File: src/rtl/bufoc_pkg.sv
package bufoc_pkg;
  typedef enum logic [1:0] {
    ACT_NONE   = 2'b00,
    ACT_TOGGLE = 2'b01,
    ACT_CLEAR  = 2'b10,
    ACT_SET    = 2'b11
  } oc_act_e;
endpackage

File: src/rtl/bufoc_sel.sv
// Tracks which compare register drives the primary pin in linked mode.
module bufoc_sel (
  input  logic clk,
  input  logic rst,
  input  logic link_en,
  input  logic ovf,
  input  logic wr0,
  input  logic wr1,
  output logic active
);
  logic pend_v;
  logic pend_ch;
  logic wr_any;
  logic last_wr;

  assign wr_any  = wr0 | wr1;
  assign last_wr = wr1;          // register 1 wins a same-cycle tie

  always_ff @(posedge clk) begin
    if (rst || !link_en) begin
      active  <= 1'b0;
      pend_v  <= 1'b0;
      pend_ch <= 1'b0;
    end else if (ovf) begin
      if (wr_any)      active <= last_wr;
      else if (pend_v) active <= pend_ch;
      pend_v <= 1'b0;
    end else if (wr_any) begin
      pend_v  <= 1'b1;
      pend_ch <= last_wr;
    end
  end
endmodule

File: src/rtl/bufoc_chan.sv
// One compare unit: equality match, registered flag and pin action.
module bufoc_chan
  import bufoc_pkg::*;
#(
  parameter int CW = 16
) (
  input  logic          clk,
  input  logic          rst,
  input  logic          en,
  input  logic [CW-1:0] cnt,
  input  logic [CW-1:0] cmp,
  input  logic [1:0]    act,
  output logic          pin,
  output logic          match
);
  oc_act_e act_e;
  logic    hit;

  assign act_e = oc_act_e'(act);
  assign hit   = en && (cnt == cmp);

  always_ff @(posedge clk) begin
    if (rst) begin
      pin   <= 1'b0;
      match <= 1'b0;
    end else begin
      match <= hit;
      if (hit) begin
        unique case (act_e)
          ACT_TOGGLE: pin <= ~pin;
          ACT_CLEAR:  pin <= 1'b0;
          ACT_SET:    pin <= 1'b1;
          default:    pin <= pin;
        endcase
      end
    end
  end
endmodule

File: src/rtl/bufoc_pair.sv
module bufoc_pair
  import bufoc_pkg::*;
#(
  parameter int CW = 16
) (
  input  logic          clk,
  input  logic          rst,
  input  logic [CW-1:0] cnt,
  input  logic          ovf,
  input  logic          link_en,
  input  logic [1:0]    act0,
  input  logic [1:0]    act1,
  input  logic          wr0,
  input  logic          wr1,
  input  logic [CW-1:0] wdata,
  output logic          pin0,
  output logic          pin1,
  output logic          match0,
  output logic          match1,
  output logic          active_ch
);
  localparam int NCH = 2;

  logic [CW-1:0] cmp_q [NCH];
  logic [NCH-1:0] wr_v;
  logic [CW-1:0] cmp_use [NCH];
  logic [1:0]    act_use [NCH];
  logic [NCH-1:0] en_v;
  logic [NCH-1:0] pin_v;
  logic [NCH-1:0] match_v;

  assign wr_v = {wr1, wr0};

  generate
    for (genvar i = 0; i < NCH; i++) begin : g_reg
      always_ff @(posedge clk) begin
        if (rst)          cmp_q[i] <= '0;
        else if (wr_v[i]) cmp_q[i] <= wdata;
      end
    end
  endgenerate

  bufoc_sel u_sel (
    .clk     (clk),
    .rst     (rst),
    .link_en (link_en),
    .ovf     (ovf),
    .wr0     (wr0),
    .wr1     (wr1),
    .active  (active_ch)
  );

  // Channel 0 follows the active register when linked; channel 1 sleeps.
  assign cmp_use[0] = (link_en && active_ch) ? cmp_q[1] : cmp_q[0];
  assign cmp_use[1] = cmp_q[1];
  assign act_use[0] = act0;
  assign act_use[1] = act1;
  assign en_v       = {~link_en, 1'b1};

  generate
    for (genvar i = 0; i < NCH; i++) begin : g_ch
      bufoc_chan #(.CW(CW)) u_ch (
        .clk   (clk),
        .rst   (rst),
        .en    (en_v[i]),
        .cnt   (cnt),
        .cmp   (cmp_use[i]),
        .act   (act_use[i]),
        .pin   (pin_v[i]),
        .match (match_v[i])
      );
    end
  endgenerate

  assign pin0   = pin_v[0];
  assign pin1   = pin_v[1];
  assign match0 = match_v[0];
  assign match1 = match_v[1];
endmodule

File: config.mk
export PLATFORM = sky130hd
export DESIGN_NAME = bufoc_pair
export DESIGN_NICKNAME = d
export VERILOG_FILES = /design/src/rtl/bufoc_pkg.sv /design/src/rtl/bufoc_sel.sv /design/src/rtl/bufoc_chan.sv /design/src/rtl/bufoc_pair.sv
export SDC_FILE = /design/constraint.sdc
export NUM_CORES = 1
export LEC_CHECK = 0
export BUFFER_PORTS_ARGS = -buffer_cell sky130_fd_sc_hd__buf_2
export CAP_MARGIN = 5
export CELL_PAD_IN_SITES_DETAIL_PLACEMENT = 1
export CELL_PAD_IN_SITES_GLOBAL_PLACEMENT = 1
export CORE_MARGIN = 3
export CORE_UTILIZATION = 39
export DETAILED_ROUTE_END_ITERATION = 8
export MAX_ROUTING_LAYER = met4
export PLACE_DENSITY_LB_ADDON = 0.1
export SYNTH_ARGS = -nofsm -noshare
export SYNTH_HDL_FRONTEND = slang
export SYNTH_SLANG_ARGS = --single-unit
File: constraint.sdc
create_clock -name clk -period 2.1 [get_ports clk]
set_input_delay 0 -clock clk [delete_from_list [all_inputs] [get_ports clk]]
set_output_delay 0 -clock clk [all_outputs]
set_load 0.01 [all_outputs]
-- After elaboration in Yosys (flattened, before gate mapping)
Memories as Yosys holds them, arrays and structs flattened.
Cells that the tools add are included.
- equal/unequal tests: 8
- multiplexer cells: 15
- bitwise logic cells: 7
- reduce and logical (&&, ||, !) cells: 12
- operators with widths (operator ; count):
    16-bit 2-to-1 mux ; 3
    16-bit equality test ; 2
    1-bit 2-to-1 mux ; 10
    2-bit equality test, second input constant ; 4
    2-bit AND reduction ; 4
    1-bit case mux with 3 select lines ; 2
    3-bit nonzero test ; 2
    2-bit by 1-bit equality test with 1-bit output, second input constant ; 2
    1-bit inverter ; 4
    1-bit bitwise OR ; 3
    1-bit logical AND ; 2
    2-bit nonzero test ; 1
    2-bit OR reduction ; 1
    1-bit logical NOT ; 1
    1-bit logical OR ; 1
- flip-flop bits (word level): 7
- memory bits (writable): 32
- logic and storage cells: 50
- memories: 1
- memories (memory ; depth ; width ; read ports ; clocked after memory_dff ; write ports ; line ; text):
    cmp_q ; 2 ; 16 ; 2 ; 0 ; 2 ; bufoc_pair.sv:24 ; logic [CW-1:0] cmp_q [NCH];

-- Longest topological paths before layout
Gate-level depths: netlist of the first run.
- depth after elaboration: 4
- mapped depth: 6
- depth with buffers taken out: 6

-- Cells and area by module
From an unflattened synthesis of the first run, not the netlist that was laid out.
- cell total of the unflattened synthesis: 185
- area, all modules: 2237.1 µm²
- modules (own cells, without submodules) (module ; times used ; cells an instance ; area an instance (µm²)):
    bufoc_pair ; 1 ; 90 ; 1457.6
    bufoc_chan ; 2 ; 40 ; 321.6
    bufoc_sel ; 1 ; 15 ; 136.4

-- Worst setup path after synthesis of the first run
OpenSTA, ideal clock, no wires.
- path type: reg-to-reg
- start: mem cmp_q[1][2]
- end: reg g_ch[0].u_ch.pin
- setup time: 0.074 ns
- data arrival time: 1.571 ns
- setup slack: 0.455 ns
- cell stages (with the launch flop): 7
- clock period less this slack: 1.645 ns
- cell sequence: edfxtp_1 > xnor2_1 > nand4_1 > nor4_2 > o221ai_2 > or3b_1 > a31oi_1
- RTL lines (element ; line ; text):
    from (decl) ; bufoc_pair.sv:24 ;
    to (signal assigned) ; bufoc_chan.sv:30 ; ACT_TOGGLE: pin <= ~pin;
    to (signal assigned) ; bufoc_chan.sv:33 ; default: pin <= pin;
    to (decl) ; bufoc_chan.sv:13 ; output logic pin,

==> results of run 1 <==
## layer usage
layer  wire length, µm  share of wire, %  track usage, %  vias up
met3               218               4.9            4.26        5
li1                  -                 -               -      700
met4                41              0.92            3.99        0
met5                 0                 0               -        -
met1              1940                43            19.2      671
met2              2270                51            27.5       39
## per-stage QoR
step                cells  cell area [µm²]  power, mW  hold slack (ns)
floorplan             161             1910       1.06           0.0793
global placement      271             2230       1.14            0.209
detailed placement    271             2230       1.16            0.234
CTS                   293             2450       1.67          0.00103
global route          295             2480       1.73          0.00479
finish                295             2480       1.66          0.00951
## placed cells by master, fill, tap and decap left out, drive strengths merged, types with 3 or more instances in the layout
| cell | instances |
|---|---|
| buf | 50 |
| xnor2 | 28 |
| nand3 | 3 |
| nand4 | 4 |
| o21ai | 4 |
| inv | 4 |
| dfxtp | 7 |
| edfxtp | 32 |
| and2 | 32 |
| nor2 | 7 |
| dlygate4sd3 | 14 |
| nand2 | 8 |
| nor3 | 5 |
| clkbuf | 6 |
## cell type report
cell class,count,area (µm²),area share [%]
multi-input cells,115,795,32.1
well taps,65,81.3,3.28
inverters,4,15.0,0.606
clock buffers,6,72.6,2.93
clock inverters,2,12.5,0.505
flip-flops and latches,39,1100,44.4
repair buffers,64,400,16.2
## how the worst min path moves through the flow
stage	endpoint	slack [ns]	from
after detailed placement	u_sel.pend_v	0.23	ovf
after floorplan	u_sel.pend_v	0.08	ovf
final	cmp_q[1][14]	0.01	wdata[14]
after CTS	cmp_q[0][9]	0.001	wdata[9]
after global routing	cmp_q[0][13]	0.005	wdata[13]
after global placement	u_sel.pend_v	0.21	ovf
## repair_timing
action                     4_1_cts  5_1_grt
hold endpoints to repair        25        0
setup buffers                    0        2
hold buffers                    14        0
resized for setup                0        1
setup endpoints to repair        0        1
## cell families after synthesis
group	count (synthesis)
xor+xnor	29
simple gates	71
compound gates	15
buf+inv	7
flops	39
## registers in the layout, summed over array words and instances, names as in the netlist
name / count
cmp_q: 32
g_ch.u_ch.match: 2
g_ch.u_ch.pin: 2
u_sel.active: 1
u_sel.pend_ch: 1
u_sel.pend_v: 1
## power by group through the flow
stage	registers, mW	clock network, mW	logic [mW]
after floorplan	0.931	0	0.129
after global placement	0.934	0	0.209
after detailed placement	0.937	0	0.220
after CTS	0.920	0.513	0.241
after global routing	0.924	0.543	0.265
final	0.920	0.499	0.241
==> impl_metrics.yaml, run 1 <==
setup_path:
  cpMaxStageDelayCell: "or3b_1"
  cp_max_fo: 4
  cp_data_arrival_time_ns: 2.13
  path_class: "flop to flop"
  cpLargestDelayFamily: "simple AND/OR/NAND/NOR gates"
  path_buf_inv: 0
  critPathRequiredTime_ns: 2.31
  ff2ff_path_depth: 6
  worstReg2RegStart: "cmp_q[1][12]"
  slowest_delay_ns: 0.40
  cp-end-kind: "flop"
  crit_chain: "xnor2_1 > nand4_1 > nor4_2 > o221ai_2 > or3b_1 > a31oi_1"
  worst-path-stages: 6
  critPathLaunchType: "flop"
  r2r_slack_ns: 0.18
  timing.critical_path.from: "cmp_q[1][12]"
  cp-endpoint: "g_ch[0].u_ch.pin"
  rr_endpoint: "g_ch[0].u_ch.pin"
final_layout:
  n_antenna_cell: 0
  fill_cells: 495
  fin_util_pct: 54.6
  fin_nets: 271
  synthToLayoutAreaGrowth_pct: 29.4
  drive_gt1_share_pct: 28.3
routing:
  route.detailed.drc: 0
  first_iter_violations: 40
  wl_per_cell_um: 15.2
  dr.pass1.iters: 4
  drt_wl_total_um: 4470
  ant_nets: 0
  via_count: 1415
  via_per_inst: 4.80
global_routing:
  grt_max_degree: 17
  grt_usage_pct: 16.2
  grt_pass1_vias: 1548
  grt_overflow: 0
  antenna_found_initial: 0
  grt_pass1_wl_um: 7220
power:
  power.share.sequential_pct: 55.4
  power_density_mw_per_mm2: 670
  switching_share_pct: 24.5
  p_int_mw: 1.25
  vdd_drop_max_uv: 377
  p_switching_mw: 0.407
  p_leak_nw: 0.969
  p_comb_share_pct: 14.5
  pwr-share-clk_pct: 30.1
sta:
  period_needed_ns: 1.92
  setup_slack_ns: 0.179
  rsz0062_at_grt: "false"
  tightest_slew_ns: 0.476
  clock_skew_ns: 0.00806
  finalSetupTns_ns: 0
  timing.slew.headroom_pct: 68.3
  setup_viol: 0
  hold_viol: 0
  slew_viol_final: 0
  fmax_mhz: 521
  fin_crit_sh_pct: 91.5
yosys:
  muxShareOfSynthArea_pct: 0
  synthTopCellsByArea: "edfxtp_1, xnor2_1, and2_1"
  synth-xor-area-share_pct: 13.3
  synth-edff-count: 32
  synth-main-ff-cell: "edfxtp_1"
  synthCells: 161
  ys_ff_latch: 39
  synth_top_area_share_pct: 50.2
  synth_compound_area_share_pct: 5.95
  yosys.area_share.simple_pct: 21.9
  yosysUniqueCellTypes: 31
  synth_area_per_cell_um2: 11.9
  ys_seq_area_share_pct: 57.5
  yosys.area.top_type: "edfxtp_1"
  synth_top_family_by_area: "simple AND/OR/NAND/NOR gates"
  synth_nets: 203
  synthTopCellsByCount: "and2_1, edfxtp_1, xnor2_1"
  ys_warn_count: 0
  synth.cell_area_mm2: 0.00191
  yosys.area_share.adder_pct: 0
  async_reset_ff_share_pct: 0
cts:
  cts_max_level: 2
  cts_buffer_depth: 2
  insertion_delay_ns: 0.29
  cts.clk_slew.worst_paths_ns: 0.08
  tritoncts: "yes"
  cts_made_buffers: 5
  root_buffer: "clkbuf_8"
  numClockSinks: 39
hold_path:
  hold_class: "input pin to flop"
  whs_path_depth: 2
placement:
  gp_congestion: 0.809
  dp_slack_ns: 0.181
  dp_hpwl_um: 3310
  port_buffers: 46
floorplanning:
  pin_count: 47
  dieArea_mm2: 0.00579
  initial_utilization_pct: 42.2
  die_x_um: 76.1
  rows: 24
  coreArea_mm2: 0.00453
  die_y_um: 76.1
flow_run:
  cap_violations: 0
outcome:
  status: "finished clean"
Note: power is estimated with default switching activity, not from simulation.
==> inputs of run 2 (changes only) <==
CORE_UTILIZATION = 41   (was 39)
==> impl_metrics.yaml, run 2 (same netlist as run 1, synthesis figures left out) <==
power:
  p_comb_share_pct: 13.2
  p_switching_mw: 0.409
  p_leak_nw: 0.957
  vdd_drop_max_uv: 370
  p_int_mw: 1.36
  power.share.sequential_pct: 51.9
  switching_share_pct: 23.1
  power_density_mw_per_mm2: 729
  pwr-share-clk_pct: 34.9
  total_power_mw: 1.77
final_layout:
  largest-register: "cmp_q"
  synthToLayoutAreaGrowth_pct: 27.0
  multi_input_area_um2: 787
  largest_register_ffs: 32
  drive_gt1_share_pct: 27.6
  ff_latch_area_mm2: 0.00110
  n_antenna_cell: 0
  final_cell_mix: "buf_2, and2_1, edfxtp_1"
  mostFrequentLayoutCell: "buf_2"
  fin_nets: 266
  fill_cells: 507
  reg.largest.list: "cmp_q x32, g_ch.u_ch.match x2, g_ch.u_ch.pin x2"
setup_path:
  critPathLaunchType: "flop"
  critPathRequiredTime_ns: 2.32
  path_class: "flop to flop"
  cp_max_fo: 4
  cp-end-kind: "flop"
  cp_data_arrival_time_ns: 2.11
cts:
  insertion_delay_ns: 0.29
  cts_buffer_depth: 2
  numClockSinks: 39
  root_buffer: "clkbuf_8"
  cts_setup_buffers: 0
  tritoncts: "yes"
  cts-resized-gates: 0
  cts_max_level: 2
  cts.clk_slew.worst_paths_ns: 0.08
  cts_made_buffers: 5
global_routing:
  grt_pass1_wl_um: 7470
  grt_usage_pct: 19.0
  grt_max_degree: 17
  grt_overflow: 0
  grt_pass1_vias: 1534
  antenna_found_initial: 0
sta:
  fmax_mhz: 530
  slew_viol_final: 0
  rsz0062_at_grt: "false"
  tightest_slew_ns: 0.421
  hold_viol: 0
  clock_skew_ns: 0.00530
  period_needed_ns: 1.89
  finalSetupTns_ns: 0
  setup_viol: 0
  hold_slack_ns: 0.00128
  timing.slew.headroom_pct: 71.9
  fin_crit_sh_pct: 89.9
routing:
  first_iter_violations: 70
  route.detailed.drc: 0
  drt_wl_total_um: 4550
  ant_nets: 0
  via_count: 1407
  via_per_inst: 5.08
  wl_per_cell_um: 16.4
  dr.pass1.iters: 4
outcome:
  status: "finished clean"
floorplanning:
  coreArea_mm2: 0.00444
  dieArea_mm2: 0.00552
  initial_utilization_pct: 43.1
  die_x_um: 74.3
  pin_count: 47
  die_y_um: 74.3
  rows: 24
placement:
  dp_hpwl_um: 3450
  gp_congestion: 0.836
  port_buffers: 46
hold_path:
  hold_class: "input pin to flop"
flow_run:
  cap_violations: 0
-- run 2: power by group through the flow --
| stage | clock network, mW | logic, mW | registers (mW) |
|---|---|---|---|
| global route | 0.662 | 0.258 | 0.925 |
| detailed placement | 0 | 0.221 | 0.939 |
| floorplan | 0 | 0.129 | 0.931 |
| CTS | 0.628 | 0.239 | 0.921 |
| finish | 0.618 | 0.233 | 0.920 |
| global placement | 0 | 0.209 | 0.934 |
-- run 2: repair_timing --
item,CTS,global route
hold buffers,11,0
endpoints found under the setup margin,0,0
hold endpoints to repair,15,0
-- run 2: path summary, 6_finish.rpt --
path,startpoint,end,slack (ns),cells after the start
worst max register to register,cmp_q[1][12],g_ch[0].u_ch.pin,0.21,6
worst max-delay path,cmp_q[1][12],g_ch[0].u_ch.pin,0.21,6
worst min register to register,u_sel.active,u_sel.active,0.51,2
worst min-delay path,wdata[6],cmp_q[1][6],0.001,2
-- run 2: cell type report --
class / count / area share, %
inverters: 4 / 0.618
repair buffers: 59 / 14.6
flip-flops and latches: 39 / 45.3
clock buffers: 5 / 2.83
multi-input cells: 115 / 32.4
clock inverters: 3 / 1.60
well taps: 52 / 2.68
-- run 2: worst max-delay path, cell delays in order, from the launching register on --
cell,delay (ns)
edfxtp_1,0.39
xnor2_1,0.18
nand4_1,0.17
nor4_2,0.32
o221ai_2,0.17
or3b_1,0.41
a31oi_1,0.18
-- run 2: layer usage --
layer  vias to the layer above  global-route usage (%)  part of all wire, %
met5                         -                       -                    0
met2                        37                    32.9                   53
li1                        689                       -                    -
met3                         5                    4.86                  4.5
met4                         0                    4.35                 0.66
met1                       676                    22.3                   42
-- run 2: metrics by stage --
stage	cells	area [µm²]	setup slack [ns]	utilization, %
floorplan	161	1910	0.455	-
global placement	258	2210	0.268	49.8
detailed placement	258	2210	0.190	49.8
CTS	277	2430	0.176	54.7
global route	277	2430	0.0274	54.7
finish	277	2430	0.212	54.7
==> inputs of run 3 (changes only) <==
PLACE_DENSITY = 0.86   (was not set)
PLACE_DENSITY_LB_ADDON = not set   (was 0.1)
==> impl_metrics.yaml, run 3 (same netlist as run 1, synthesis figures left out) <==
outcome:
  status: "finished with violations"
  violations: "negative hold slack"
floorplanning:
  die_y_um: 74.3
  die_x_um: 74.3
  dieArea_mm2: 0.00552
  rows: 24
  pin_count: 47
  coreArea_mm2: 0.00444
  initial_utilization_pct: 43.1
placement:
  dp_slack_ns: 0.199
  dp_hpwl_um: 3400
  dpl_cell_area_mm2: 0.00221
  port_buffers: 46
  gp_congestion: 0.782
routing:
  via_count: 1419
  first_iter_violations: 77
  ant_nets: 0
  route.detailed.drc: 0
  wl_per_cell_um: 16.8
  dr.pass1.iters: 6
  via_per_inst: 5.09
  drt_wl_total_um: 4700
setup_path:
  path_class: "flop to flop"
  ff2ff_path_depth: 6
  rr_endpoint: "g_ch[0].u_ch.pin"
  cp_max_fo: 4
  critPathRequiredTime_ns: 2.32
  cp-endpoint: "g_ch[0].u_ch.pin"
  cp-end-kind: "flop"
  critPathLaunchType: "flop"
  cp_data_arrival_time_ns: 2.14
  worstReg2RegStart: "cmp_q[1][4]"
  timing.critical_path.from: "cmp_q[1][4]"
  r2r_slack_ns: 0.18
sta:
  hold_viol: 1
  setup_slack_ns: 0.179
  setup_viol: 0
  slew_viol_final: 0
  clock_skew_ns: 0.00622
  tightest_slew_ns: 0.450
  finalSetupTns_ns: 0
  hold_slack_ns: -0.00165
  timing.slew.headroom_pct: 70.0
  fmax_mhz: 520
  period_needed_ns: 1.92
  fin_crit_sh_pct: 91.5
  rsz0062_at_grt: "false"
cts:
  root_buffer: "clkbuf_8"
  cts_max_level: 2
  numClockSinks: 39
  cts_buffer_depth: 2
  cts.clk_slew.worst_paths_ns: 0.08
  insertion_delay_ns: 0.30
  tritoncts: "yes"
  cts-resized-gates: 0
  cts_made_buffers: 5
power:
  p_int_mw: 1.40
  total_power_mw: 1.82
  p_switching_mw: 0.414
  p_comb_share_pct: 13.1
  power_density_mw_per_mm2: 738
  power.share.sequential_pct: 50.8
  vdd_drop_max_uv: 451
  pwr-share-clk_pct: 36.0
  p_leak_nw: 0.971
  switching_share_pct: 22.8
final_layout:
  mostFrequentLayoutCell: "buf_2"
  drive_gt1_share_pct: 27.8
  final_cell_mix: "buf_2, and2_1, edfxtp_1"
  largest-register: "cmp_q"
  n_antenna_cell: 0
  reg.largest.list: "cmp_q x32, g_ch.u_ch.match x2, g_ch.u_ch.pin x2"
  largest_register_ffs: 32
  fin_nets: 268
  synthToLayoutAreaGrowth_pct: 28.6
  finish.instance_area_mm2: 0.00246
global_routing:
  grt_max_degree: 17
  grt_usage_pct: 19.2
  grt_pass1_wl_um: 7290
  grt_overflow: 0
  grt_pass1_vias: 1513
  antenna_found_initial: 0
hold_path:
  whs_path_depth: 2
  hold_class: "input pin to flop"
flow_run:
  cap_violations: 0
run 3: area by class of cell:
class / instances / area (µm²)
clock buffers: 6 / 82.6
fillers: 478 / 1980
well taps: 52 / 65.1
flip-flops and latches: 39 / 1100
clock inverters: 2 / 35.0
repair buffers: 61 / 375
inverters: 4 / 15.0
multi-input cells: 115 / 787
run 3: what timing repair did:
action | 4_1_cts | 5_1_grt
setup endpoints to repair | 0 | 0
setup buffers | 0 | 0
hold buffers | 13 | 0
hold endpoints to repair | 20 | 0
run 3: through the flow:
step	instances	hold slack, ns	util (%)
6_report	279	-0.00165	55.4
5_1_grt	279	0.00392	55.4
4_1_cts	279	0.000563	55.4
3_5_place_dp	258	0.223	49.8
3_3_place_gp	258	0.219	49.8
2_1_floorplan	161	0.0793	-
run 3: worst min-delay path by stage:
stage / from / to / slack (ns)
floorplan: ovf / u_sel.pend_v / 0.08
global placement: ovf / u_sel.pend_v / 0.22
detailed placement: ovf / u_sel.pend_v / 0.22
CTS: wdata[14] / cmp_q[0][14] / 0.0006
global route: wdata[6] / cmp_q[1][6] / 0.004
finish: wdata[14] / cmp_q[0][14] / -0.002
run 3: worst max-delay path: stages, from the launching register on:
cell,delay [ns]
edfxtp_1,0.40
xnor2_1,0.19
nand4_1,0.19
nor4_2,0.35
o221ai_2,0.17
or3b_1,0.40
a31oi_1,0.16
run 3: per-layer routing:
layer	track usage, %	wire length [µm]	vias to the layer above	share of wire, %
li1	-	-	692	-
met1	20.0	1820	683	39
met2	34.0	2600	36	55
met3	4.32	191	8	4.1
met4	9.49	95	0	2.0
met5	-	0	-	0
run 3: power groups by stage:
stage	logic, mW	clock network (mW)	registers (mW)
floorplan	0.129	0	0.931
global placement	0.211	0	0.934
detailed placement	0.219	0	0.940
CTS	0.240	0.663	0.923
global route	0.262	0.700	0.927
finish	0.239	0.654	0.923
